--- src/rtl/hdr_fmt_pkg.sv ---
package hdr_fmt_pkg;
   typedef enum logic [3:0] {
      ST_IDLE, ST_RD_NEXT, ST_RD_STAT, ST_RD_DMAC, ST_RD_ETYPE,
      ST_CAPTURE, ST_CLR_NEXT, ST_EMIT, ST_DRAIN
   } fmt_state_e;

   localparam logic [2:0] DW_NEXT  = 3'd0;
   localparam logic [2:0] DW_STAT  = 3'd3;
   localparam logic [2:0] DW_DMAC  = 3'd4;
   localparam logic [2:0] DW_ETYPE = 3'd5;
   localparam int unsigned REC_BEATS = 5;
   localparam int unsigned MAC_W     = 48;
endpackage

--- src/rtl/hdr_fmt_smac_table.sv ---
module hdr_fmt_smac_table #(
   parameter int unsigned PORT_W = 4,
   parameter int unsigned MAC_W  = 48
) (
   input  logic              clk,
   input  logic              rst_n,
   input  logic              wr_en,
   input  logic [PORT_W-1:0] wr_port,
   input  logic [MAC_W-1:0]  wr_mac,
   input  logic [PORT_W-1:0] rd_port,
   output logic [MAC_W-1:0]  rd_mac,
   output logic              rd_hit
);
   localparam int unsigned NPORTS = 1 << PORT_W;

   logic [MAC_W-1:0]  entry_q [NPORTS];
   logic [NPORTS-1:0] loaded_q;

   for (genvar p = 0; p < NPORTS; p++) begin : g_entry
      always_ff @(posedge clk) begin
         if (wr_en && wr_port == PORT_W'(p)) entry_q[p] <= wr_mac;
      end
   end

   always_ff @(posedge clk) begin
      if (!rst_n)     loaded_q <= '0;
      else if (wr_en) loaded_q[wr_port] <= 1'b1;
   end

   assign rd_hit = loaded_q[rd_port];
   assign rd_mac = rd_hit ? entry_q[rd_port] : '0;
endmodule

--- src/rtl/hdr_fmt_tx_counters.sv ---
module hdr_fmt_tx_counters #(
   parameter int unsigned PORT_W = 4,
   parameter int unsigned CNT_W  = 16
) (
   input  logic              clk,
   input  logic              rst_n,
   input  logic              inc,
   input  logic [PORT_W-1:0] inc_port,
   input  logic [PORT_W-1:0] sel,
   output logic [CNT_W-1:0]  value
);
   localparam int unsigned NPORTS = 1 << PORT_W;

   logic [CNT_W-1:0] cnt_q [NPORTS];

   for (genvar p = 0; p < NPORTS; p++) begin : g_cnt
      always_ff @(posedge clk) begin
         if (!rst_n)                                cnt_q[p] <= '0;
         else if (inc && inc_port == PORT_W'(p))    cnt_q[p] <= cnt_q[p] + 1'b1;
      end
   end

   assign value = cnt_q[sel];
endmodule

--- src/rtl/hdr_fmt_ctrl.sv ---
module hdr_fmt_ctrl
   import hdr_fmt_pkg::*;
#(
   parameter int unsigned PORT_W   = 4,
   parameter int unsigned HANDLE_W = 24,
   parameter int unsigned WORD_W   = 32,
   parameter int unsigned STAT_W   = 16
) (
   input  logic                clk,
   input  logic                rst_n,
   input  logic                in_valid,
   output logic                in_ready,
   input  logic [WORD_W-1:0]   in_handle,
   output logic                desc_rd_en,
   output logic                desc_wr_en,
   output logic [HANDLE_W-1:0] desc_addr,
   output logic [2:0]          desc_word,
   output logic [WORD_W-1:0]   desc_wr_data,
   input  logic [WORD_W-1:0]   desc_rd_data,
   output logic [PORT_W-1:0]   smac_port,
   input  logic [MAC_W-1:0]    smac_mac,
   input  logic                smac_hit,
   output logic                out_valid,
   input  logic                out_ready,
   output logic [WORD_W-1:0]   out_word,
   output logic [2:0]          out_idx,
   output logic                out_last,
   output logic                free_valid,
   input  logic                free_ready,
   output logic [HANDLE_W-1:0] free_handle,
   output logic                stat_valid,
   input  logic                stat_ready,
   output logic [STAT_W-1:0]   stat_index,
   output logic                cnt_inc,
   output logic [PORT_W-1:0]   cnt_port,
   output logic                smac_err
);
   localparam int unsigned RSV_W   = WORD_W - 1 - PORT_W - HANDLE_W;
   localparam int unsigned HALF_W  = WORD_W / 2;
   localparam int unsigned VLD_BIT = WORD_W - 1;
   localparam logic [2:0]  LAST_BEAT = 3'(REC_BEATS - 1);

   fmt_state_e state_q;
   logic [PORT_W-1:0]   port_q;
   logic [HANDLE_W-1:0] hdl_q, fwd_q;
   logic [WORD_W-1:0]   next_q;
   logic [STAT_W-1:0]   stat_q;
   logic [MAC_W-1:0]    dmac_q, smac_q;
   logic [HALF_W-1:0]   etype_q;
   logic [2:0]          beat_q;
   logic                stat_pend_q, free_pend_q, err_q;
   logic                chained;

   assign chained = (next_q != '0);

   always_ff @(posedge clk) begin
      if (!rst_n) begin
         state_q     <= ST_IDLE;
         stat_pend_q <= 1'b0;
         free_pend_q <= 1'b0;
         err_q       <= 1'b0;
         beat_q      <= '0;
      end else begin
         if (stat_valid && stat_ready) stat_pend_q <= 1'b0;
         if (free_valid && free_ready) free_pend_q <= 1'b0;
         unique case (state_q)
            ST_IDLE: begin
               if (in_valid && in_handle[VLD_BIT]) begin
                  port_q  <= in_handle[HANDLE_W +: PORT_W];
                  hdl_q   <= in_handle[HANDLE_W-1:0];
                  state_q <= ST_RD_NEXT;
               end
            end
            ST_RD_NEXT: state_q <= ST_RD_STAT;
            ST_RD_STAT: begin
               next_q  <= desc_rd_data;
               state_q <= ST_RD_DMAC;
            end
            ST_RD_DMAC: begin
               stat_q                <= desc_rd_data[WORD_W-1 -: STAT_W];
               dmac_q[MAC_W-1:WORD_W] <= desc_rd_data[MAC_W-WORD_W-1:0];
               state_q               <= ST_RD_ETYPE;
            end
            ST_RD_ETYPE: begin
               dmac_q[WORD_W-1:0] <= desc_rd_data;
               state_q            <= ST_CAPTURE;
            end
            ST_CAPTURE: begin
               etype_q     <= desc_rd_data[HALF_W-1:0];
               smac_q      <= smac_mac;
               fwd_q       <= chained ? next_q[HANDLE_W-1:0] : hdl_q;
               stat_pend_q <= 1'b1;
               free_pend_q <= chained;
               beat_q      <= '0;
               if (!smac_hit) err_q <= 1'b1;
               state_q     <= chained ? ST_CLR_NEXT : ST_EMIT;
            end
            ST_CLR_NEXT: state_q <= ST_EMIT;
            ST_EMIT: begin
               if (out_ready) begin
                  if (beat_q == LAST_BEAT) state_q <= ST_DRAIN;
                  else                     beat_q  <= beat_q + 1'b1;
               end
            end
            ST_DRAIN: begin
               if (!stat_pend_q && !free_pend_q) state_q <= ST_IDLE;
            end
            default: state_q <= ST_IDLE;
         endcase
      end
   end

   always_comb begin
      desc_rd_en = 1'b0;
      desc_word  = DW_NEXT;
      unique case (state_q)
         ST_RD_NEXT:  begin desc_rd_en = 1'b1; desc_word = DW_NEXT;  end
         ST_RD_STAT:  begin desc_rd_en = 1'b1; desc_word = DW_STAT;  end
         ST_RD_DMAC:  begin desc_rd_en = 1'b1; desc_word = DW_DMAC;  end
         ST_RD_ETYPE: begin desc_rd_en = 1'b1; desc_word = DW_ETYPE; end
         default: ;
      endcase
   end

   always_comb begin
      unique case (beat_q)
         3'd0:    out_word = {1'b1, {RSV_W{1'b0}}, port_q, fwd_q};
         3'd1:    out_word = dmac_q[MAC_W-1 -: WORD_W];
         3'd2:    out_word = {dmac_q[HALF_W-1:0], smac_q[MAC_W-1 -: HALF_W]};
         3'd3:    out_word = smac_q[WORD_W-1:0];
         default: out_word = {etype_q, {HALF_W{1'b0}}};
      endcase
   end

   assign in_ready     = (state_q == ST_IDLE);
   assign desc_wr_en   = (state_q == ST_CLR_NEXT);
   assign desc_wr_data = '0;
   assign desc_addr    = hdl_q;
   assign smac_port    = port_q;
   assign out_valid    = (state_q == ST_EMIT);
   assign out_idx      = beat_q;
   assign out_last     = (beat_q == LAST_BEAT);
   assign free_valid   = free_pend_q;
   assign free_handle  = hdl_q;
   assign stat_valid   = stat_pend_q;
   assign stat_index   = stat_q;
   assign cnt_inc      = (state_q == ST_CAPTURE);
   assign cnt_port     = port_q;
   assign smac_err     = err_q;
endmodule

--- src/rtl/hdr_fmt_stage.sv ---
module hdr_fmt_stage
   import hdr_fmt_pkg::*;
#(
   parameter int unsigned PORT_W   = 4,
   parameter int unsigned HANDLE_W = 24,
   parameter int unsigned WORD_W   = 32,
   parameter int unsigned STAT_W   = 16,
   parameter int unsigned CNT_W    = 16
) (
   input  logic                clk,
   input  logic                rst_n,
   input  logic                in_valid,
   output logic                in_ready,
   input  logic [WORD_W-1:0]   in_handle,
   output logic                desc_rd_en,
   output logic                desc_wr_en,
   output logic [HANDLE_W-1:0] desc_addr,
   output logic [2:0]          desc_word,
   output logic [WORD_W-1:0]   desc_wr_data,
   input  logic [WORD_W-1:0]   desc_rd_data,
   input  logic                smac_wr_en,
   input  logic [PORT_W-1:0]   smac_wr_port,
   input  logic [MAC_W-1:0]    smac_wr_mac,
   output logic                out_valid,
   input  logic                out_ready,
   output logic [WORD_W-1:0]   out_word,
   output logic [2:0]          out_idx,
   output logic                out_last,
   output logic                free_valid,
   input  logic                free_ready,
   output logic [HANDLE_W-1:0] free_handle,
   output logic                stat_valid,
   input  logic                stat_ready,
   output logic [STAT_W-1:0]   stat_index,
   input  logic [PORT_W-1:0]   cnt_sel,
   output logic [CNT_W-1:0]    cnt_value,
   output logic                smac_err
);
   if (1 + 3 + PORT_W + HANDLE_W != WORD_W) begin : g_bad_layout
      $error("handle fields must fill the word exactly");
   end
   if (WORD_W != 32 || STAT_W > WORD_W / 2) begin : g_bad_word
      $error("descriptor word layout needs 32-bit words");
   end
   if (CNT_W < 2) begin : g_bad_cnt
      $error("counter width too small");
   end

   logic [PORT_W-1:0] smac_port;
   logic [MAC_W-1:0]  smac_mac;
   logic              smac_hit;
   logic              cnt_inc;
   logic [PORT_W-1:0] cnt_port;

   hdr_fmt_smac_table #(.PORT_W(PORT_W), .MAC_W(MAC_W)) u_smac (
      .clk(clk), .rst_n(rst_n),
      .wr_en(smac_wr_en), .wr_port(smac_wr_port), .wr_mac(smac_wr_mac),
      .rd_port(smac_port), .rd_mac(smac_mac), .rd_hit(smac_hit)
   );

   hdr_fmt_tx_counters #(.PORT_W(PORT_W), .CNT_W(CNT_W)) u_cnt (
      .clk(clk), .rst_n(rst_n),
      .inc(cnt_inc), .inc_port(cnt_port),
      .sel(cnt_sel), .value(cnt_value)
   );

   hdr_fmt_ctrl #(
      .PORT_W(PORT_W), .HANDLE_W(HANDLE_W), .WORD_W(WORD_W), .STAT_W(STAT_W)
   ) u_ctrl (
      .clk(clk), .rst_n(rst_n),
      .in_valid(in_valid), .in_ready(in_ready), .in_handle(in_handle),
      .desc_rd_en(desc_rd_en), .desc_wr_en(desc_wr_en), .desc_addr(desc_addr),
      .desc_word(desc_word), .desc_wr_data(desc_wr_data), .desc_rd_data(desc_rd_data),
      .smac_port(smac_port), .smac_mac(smac_mac), .smac_hit(smac_hit),
      .out_valid(out_valid), .out_ready(out_ready), .out_word(out_word),
      .out_idx(out_idx), .out_last(out_last),
      .free_valid(free_valid), .free_ready(free_ready), .free_handle(free_handle),
      .stat_valid(stat_valid), .stat_ready(stat_ready), .stat_index(stat_index),
      .cnt_inc(cnt_inc), .cnt_port(cnt_port), .smac_err(smac_err)
   );
endmodule

--- config.mk ---
export PLATFORM = sky130hd
export DESIGN_NAME = hdr_fmt_stage
export DESIGN_NICKNAME = d
export VERILOG_FILES = /design/src/rtl/hdr_fmt_pkg.sv /design/src/rtl/hdr_fmt_smac_table.sv /design/src/rtl/hdr_fmt_tx_counters.sv /design/src/rtl/hdr_fmt_ctrl.sv /design/src/rtl/hdr_fmt_stage.sv
export SDC_FILE = /design/constraint.sdc
export NUM_CORES = 2
export LEC_CHECK = 0
export BUFFER_PORTS_ARGS = -buffer_cell sky130_fd_sc_hd__buf_4
export CELL_PAD_IN_SITES_DETAIL_PLACEMENT = 0
export CELL_PAD_IN_SITES_GLOBAL_PLACEMENT = 1
export CORE_ASPECT_RATIO = 1.2
export CORE_MARGIN = 1.5
export CORE_UTILIZATION = 57
export DETAILED_ROUTE_END_ITERATION = 8
export GPL_TIMING_DRIVEN = 0
export PLACE_DENSITY_LB_ADDON = 0.1
export SYNTH_ARGS = -nofsm -noshare
export SYNTH_HDL_FRONTEND = slang
export SYNTH_SLANG_ARGS = --single-unit
--- constraint.sdc ---
create_clock -name clk -period 9.75 [get_ports clk]
set_input_delay 0.975 -clock clk [delete_from_list [all_inputs] [get_ports clk]]
set_output_delay 0.975 -clock clk [all_outputs]
set_load 0.1 [all_outputs]
# Yosys cells after proc, flatten, opt, wreduce, memory -nomap -nowiden
# Memory sizes are Yosys's and may differ from the RTL's. A register that Yosys moved wholly into a read port is not among the register bits.
# Index checks and enable logic that the tools add are counted.
[totals]
latchBits = 0
romBits = 0
regBits = 190
ram_bits = 1024
n_memories = 2
[memory_table]
columns = ["memory", "depth", "word_bits", "read_ports", "rd_ports_with_merged_regs", "write_ports", "line_no", "rtl"]
rows = [
  ["u_smac.entry_q", 16, 48, 1, 1, 1, "hdr_fmt_smac_table.sv:16", "logic [MAC_W-1:0] entry_q [NPORTS];"],
  ["u_cnt.cnt_q", 16, 16, 17, 0, 16, "hdr_fmt_tx_counters.sv:14", "logic [CNT_W-1:0] cnt_q [NPORTS];"],
]
[classes]
n_reduce_logical = 72
add_sub_neg = 17
muxes = 163
shifts = 0
multipliers = 0
n_eq_ne = 47
div = 0
n_bitwise = 18
n_lt_le_gt_ge = 3
[ops]
columns = ["cell", "count"]
rows = [
  ["$mux 48", 15],
  ["$reduce_or 48->1", 15],
  ["$add 16x1->16 const B", 16],
  ["$mux 16", 16],
  ["$pmux 32 s4", 1],
  ["$mux 1", 104],
  ["$mux 4", 19],
  ["$eq 4x4->1 const B", 17],
  ["$eq 4x3->1 const B", 12],
  ["$logic_and 1x1->1", 37],
  ["$pmux 4 s9", 1],
  ["$reduce_bool 32->1", 1],
  ["$eq 4x2->1 const B", 6],
  ["$mux 24", 1],
  ["$or 1x1->1", 16],
  ["$or 16x16->16", 1],
  ["$eq 4x1->1 const B", 3],
  ["$logic_not 4->1", 3],
  ["$lt 4x5->1 const B", 2],
  ["$reduce_and 2->1", 5],
  ["$pmux 3 s3", 1],
  ["$ne 2x1->1 const B", 4],
  ["$eq 3x2->1 const B", 2],
  ["$mux 3", 2],
  ["15 further kinds", 20],
]

# Depth between registers and ports, before layout
[depth]
ltp_word = 20
ltp_mapped = 9

# Modules after synthesis
# Synthesis repeated with hierarchy kept, for this count alone.
[unflattened]
hier_cells = 3177
hier_area_um2 = 53337.4
[by_module_without_submodules]
columns = ["mod", "cells_per_inst", "area_per_inst_um2", "instances"]
rows = [
  ["hdr_fmt_smac_table", 1243, 29394.4, 1],
  ["hdr_fmt_tx_counters", 1408, 15406.0, 1],
  ["hdr_fmt_ctrl", 526, 8536.9, 1],
]

# Worst setup path after synthesis
# Ideal clock, no wire load.
[synth_timing]
path_kind = "input -> register"
startpoint = "in rst_n"
endpoint = "reg u_ctrl.err_q (netlist: u_ctrl.smac_err)"
setup_ns = 0.081
path_stages = 4
n_path_buf = 1
arrival_time_ns = 5.408
setup_slack_ns = 4.261
path_cell_list = "buf_2 > inv_2 > nor2_1 > a221o_1"
[synth_lines]
columns = ["item", "line_no", "rtl"]
rows = [
  ["start, declared", "hdr_fmt_stage.sv:11", "input logic rst_n,"],
  ["end signal, assigned", "hdr_fmt_ctrl.sv:61", "err_q <= 1'b0;"],
  ["end signal, assigned", "hdr_fmt_ctrl.sv:95", "if (!smac_hit) err_q <= 1'b1;"],
  ["end, declared", "hdr_fmt_ctrl.sv:51", "logic stat_pend_q, free_pend_q, err_q;"],
]

# Worst setup path in the final report
[layout_timing]
startpoint = "reg u_ctrl.beat_q[0] (netlist: u_ctrl.out_idx[0])"
endpoint = "out out_word[5]"
[layout_between]
elab_chain_cells = 2
elab_cells_between_ends = 5
classes_between = "3 x eq/ne; 1 x mux; 1 x reduce/logical"
[layout_lines]
columns = ["item", "line_no", "rtl"]
rows = [
  ["start, declared", "hdr_fmt_ctrl.sv:50", "logic [2:0] beat_q;"],
  ["start signal, assigned", "hdr_fmt_ctrl.sv:102", "else beat_q <= beat_q + 1'b1;"],
  ["$eq 3x2->1, or another cell as far along", "hdr_fmt_ctrl.sv:126", "unique case (beat_q)"],
  ["$pmux 32 s4 *", "hdr_fmt_ctrl.sv:126", ""],
  ["end, declared", "hdr_fmt_stage.sv:26", "output logic [WORD_W-1:0] out_word,"],
]
# Mark *: on every way between the ends. The rest lies on a longest branch, timed or not.

==> flow_summary.toml <==
[cells_and_area]
layout_common_cells = "1236 x edfxtp_1, 332 x buf_4, 273 x mux4_2"
final_common_cell = "edfxtp_1"
fin_cells = 4942
syn_to_final_growth_pct = 15.9
nNetsFinal = 3743
drive_gt1_share_pct = 25.2

[grt]
grt_use_met2_pct = 52.7
grt_max_degree = 33
use_met3_pct = 4.53
grt_usage_pct = 31.1
grt-ovfl-total = 0
antenna_found_initial = 4
grt_pass1_vias = 32100
grtUsageMet1_pct = 39.3
grt_pass1_wl_um = 214000
grt.busiest_layer = "met2"

[sta]
finalSetupViolations = 0
period_needed_ns = 4.50
rsz0062_at_grt = "no"
slew_headroom_pct = 1.76
setup_slack_ns = 5.25
whs_ns = 0.447
fin_crit_sh_pct = 46.1
worst_pin_slew_ns = 1.46
final.setup.tns_ns = 0
fmax_ghz = 0.222
finalClockSkew_ns = 0.0217
hold_viol_final = 0
final_max_slew_viol_count = 0

[logic_synthesis]
synth_top_cell_area_share_pct = 69.6
yosys_warnings = 0
synth_edf_count = 1236
yosysSeqAreaShare_pct = 70.6
synthArstFlopShare_pct = 0
yosysUniqueCellTypes = 63
yosys-top-cells-area = "edfxtp_1 70%, mux4_2 12%, a22oi_1 2.2%, nor2_1 2.0%, xnor2_1 1.8%"
netlist_instances = 3132
synth_top_area_cell = "edfxtp_1"
synth-seq-cells = 1262
synth_top_flop_cell = "edfxtp_1"
syn_area_per_cell_um2 = 17.0
syn_area_um2 = 53300

[run_status]
status = "finished, violations left"
violations = "max-capacitance violations"

[job]
cap_violations = 1

[critical_path]
arrival_ns = 3.52
path_max_fanout = 10
path_class = "register to output port"
timing.critical_path.mode_cell = "clkbuf_1"
crit_path_cell_trace = "inv_1, ha_1, nor2b_1, clkbuf_1, clkbuf_1, a22oi_1, nand2_1, buf_4"
slowest_delay_ns = 0.48
rrSetupSlack_ns = 5.96
rr_worst_depth = 6
cp.required_ns = 8.78
cp-end-kind = "output port"
cp-start-kind = "register"
slowest_stage = "clkbuf_1"

[clocking]
clk_latency_ns = 0.71
cts_hold_buf = 0
clockBufferDepth = 3
clock-sinks = 1262
cts-root-buf = "clkbuf_16"
post-cts-setup-buffer-count = 0
post_cts_resized = 0
htreeDepth = 3
cts_tree = "yes"
path_clk_slew_ns = 0.06
cts_made_buffers = 120

[power]
vdd_drop_max_uv = 192
powerDensity_nw_per_um2 = 189
p_total_mw = 11.7
p_leak_nw = 20.1

[drt]
wl_per_cell_um = 29.6
routed_wirelength_um = 146000
ant_nets = 0
drtIter0Drc = 3340
dr_total_vias = 31500
vias_per_cell = 6.37
drc = 0
drt_first_pass_iters = 7

[die]
fp.coreArea_um2 = 92500
initial_core_util_pct = 57.7
fp.dieW_um = 282
die_y_um = 338
pin_count = 285
dieArea_um2 = 95400
num_rows = 122

[place]
dpl.hpwl_um = 104000
io_buffers = 244
place_inst = 4713
dp_worst_setup_slack_ns = 5.38
gp_congestion = 0.942

[hold_path]
whs_path_depth = 1
hold_class = "primary input to register"
metal layers:
layer,part of all wire (%),vias to the layer above
met5,0.010,-
li1,-,13500
met2,51,1497
met3,7.2,319
met1,36,16200
met4,5.5,2
final timing paths:
check                       from                   to
min reg2reg  u_smac.loaded_q[12]  u_smac.loaded_q[12]
min                 in_handle[8]  u_ctrl.desc_addr[8]
max            u_ctrl.out_idx[0]          out_word[5]
max reg2reg   u_ctrl.cnt_port[2]    u_ctrl.smac_q[46]
sequential cells by signal, summed over array words and instances (netlist names):
| name | cells |
|---|---|
| u_ctrl.dmac_q | 48 |
| u_smac.loaded_q | 16 |
| u_ctrl.desc_addr | 24 |
| u_ctrl.smac_err | 1 |
| u_ctrl.stat_index | 16 |
| u_ctrl.out_idx | 3 |
| u_ctrl.smac_q | 48 |
| u_ctrl.fwd_q | 24 |
| u_ctrl.state_q | 4 |
| u_smac.entry_q | 768 |
| u_ctrl.free_valid | 1 |
| u_cnt.cnt_q | 256 |
| u_ctrl.next_q | 32 |
| u_ctrl.cnt_port | 4 |
| u_ctrl.etype_q | 16 |
| u_ctrl.stat_valid | 1 |
report_power, final:
| group | total, mW | leakage [nW] | internal (mW) | switching (mW) |
|---|---|---|---|---|
| Clock | 4.58 | 1.87 | 2.53 | 2.05 |
| Sequential | 6.19 | 11.7 | 6.09 | 0.0942 |
| Combinational | 0.908 | 6.50 | 0.286 | 0.622 |
| Total | 11.7 | 20.1 | 8.90 | 2.77 |
Yosys cell counts, drive strengths merged (29+ instances only):
cell type	instances
a211oi	50
a21oi	52
a22oi	153
and3	29
buf	138
clkbuf	67
edfxtp	1236
inv	34
mux4	274
nand2	106
nand3	88
nand4	63
nor2	287
nor3	42
nor4	48
o21ai	57
or3	42
xnor2	109
xor2	69
per-stage QoR:
| step | utilization (%) | cell area, um2 |
|---|---|---|
| after detailed placement | 62.7 | 58000 |
| after global placement | 61.5 | 56800 |
| final | 66.9 | 61800 |
| after global routing | 66.8 | 61800 |
| after CTS | 66.8 | 61800 |
| after floorplan | - | 53500 |
layout make-up:
cell class,count,area [um2]
timing repair buffer,310,2810
antenna,5,12.5
buffer,205,1130
fill,6324,30700
tap,1240,1550
sequential,1262,37600
clock inverter,81,712
inverter,35,131
multi-input combinational,1661,14700
clock buffer,143,3120
cells by family after synthesis:
group                      after synthesis  synth area share, %
xor gates and xnor gates               178                 2.92
and+or+nand+nor                        778                 7.23
muxes                                  281                 11.7
adders and majority gates               21                0.493
other                                    1              0.00703
buffers and inverters                  240                 2.36
AOI/OAI and AO/OA                      371                 4.73
DFF                                   1262                 70.6
critical path, delay by kind of cell (launching register included):
| family | cells | cell delay (ns) |
|---|---|---|
| buffers and inverters | 4 | 1.37 |
| and+or+nand+nor | 2 | 0.52 |
| DFF | 1 | 0.38 |
| adders and majority gates | 1 | 0.28 |
| AOI/OAI and AO/OA | 1 | 0.28 |
Note: power is estimated with default switching activity, not from simulation.
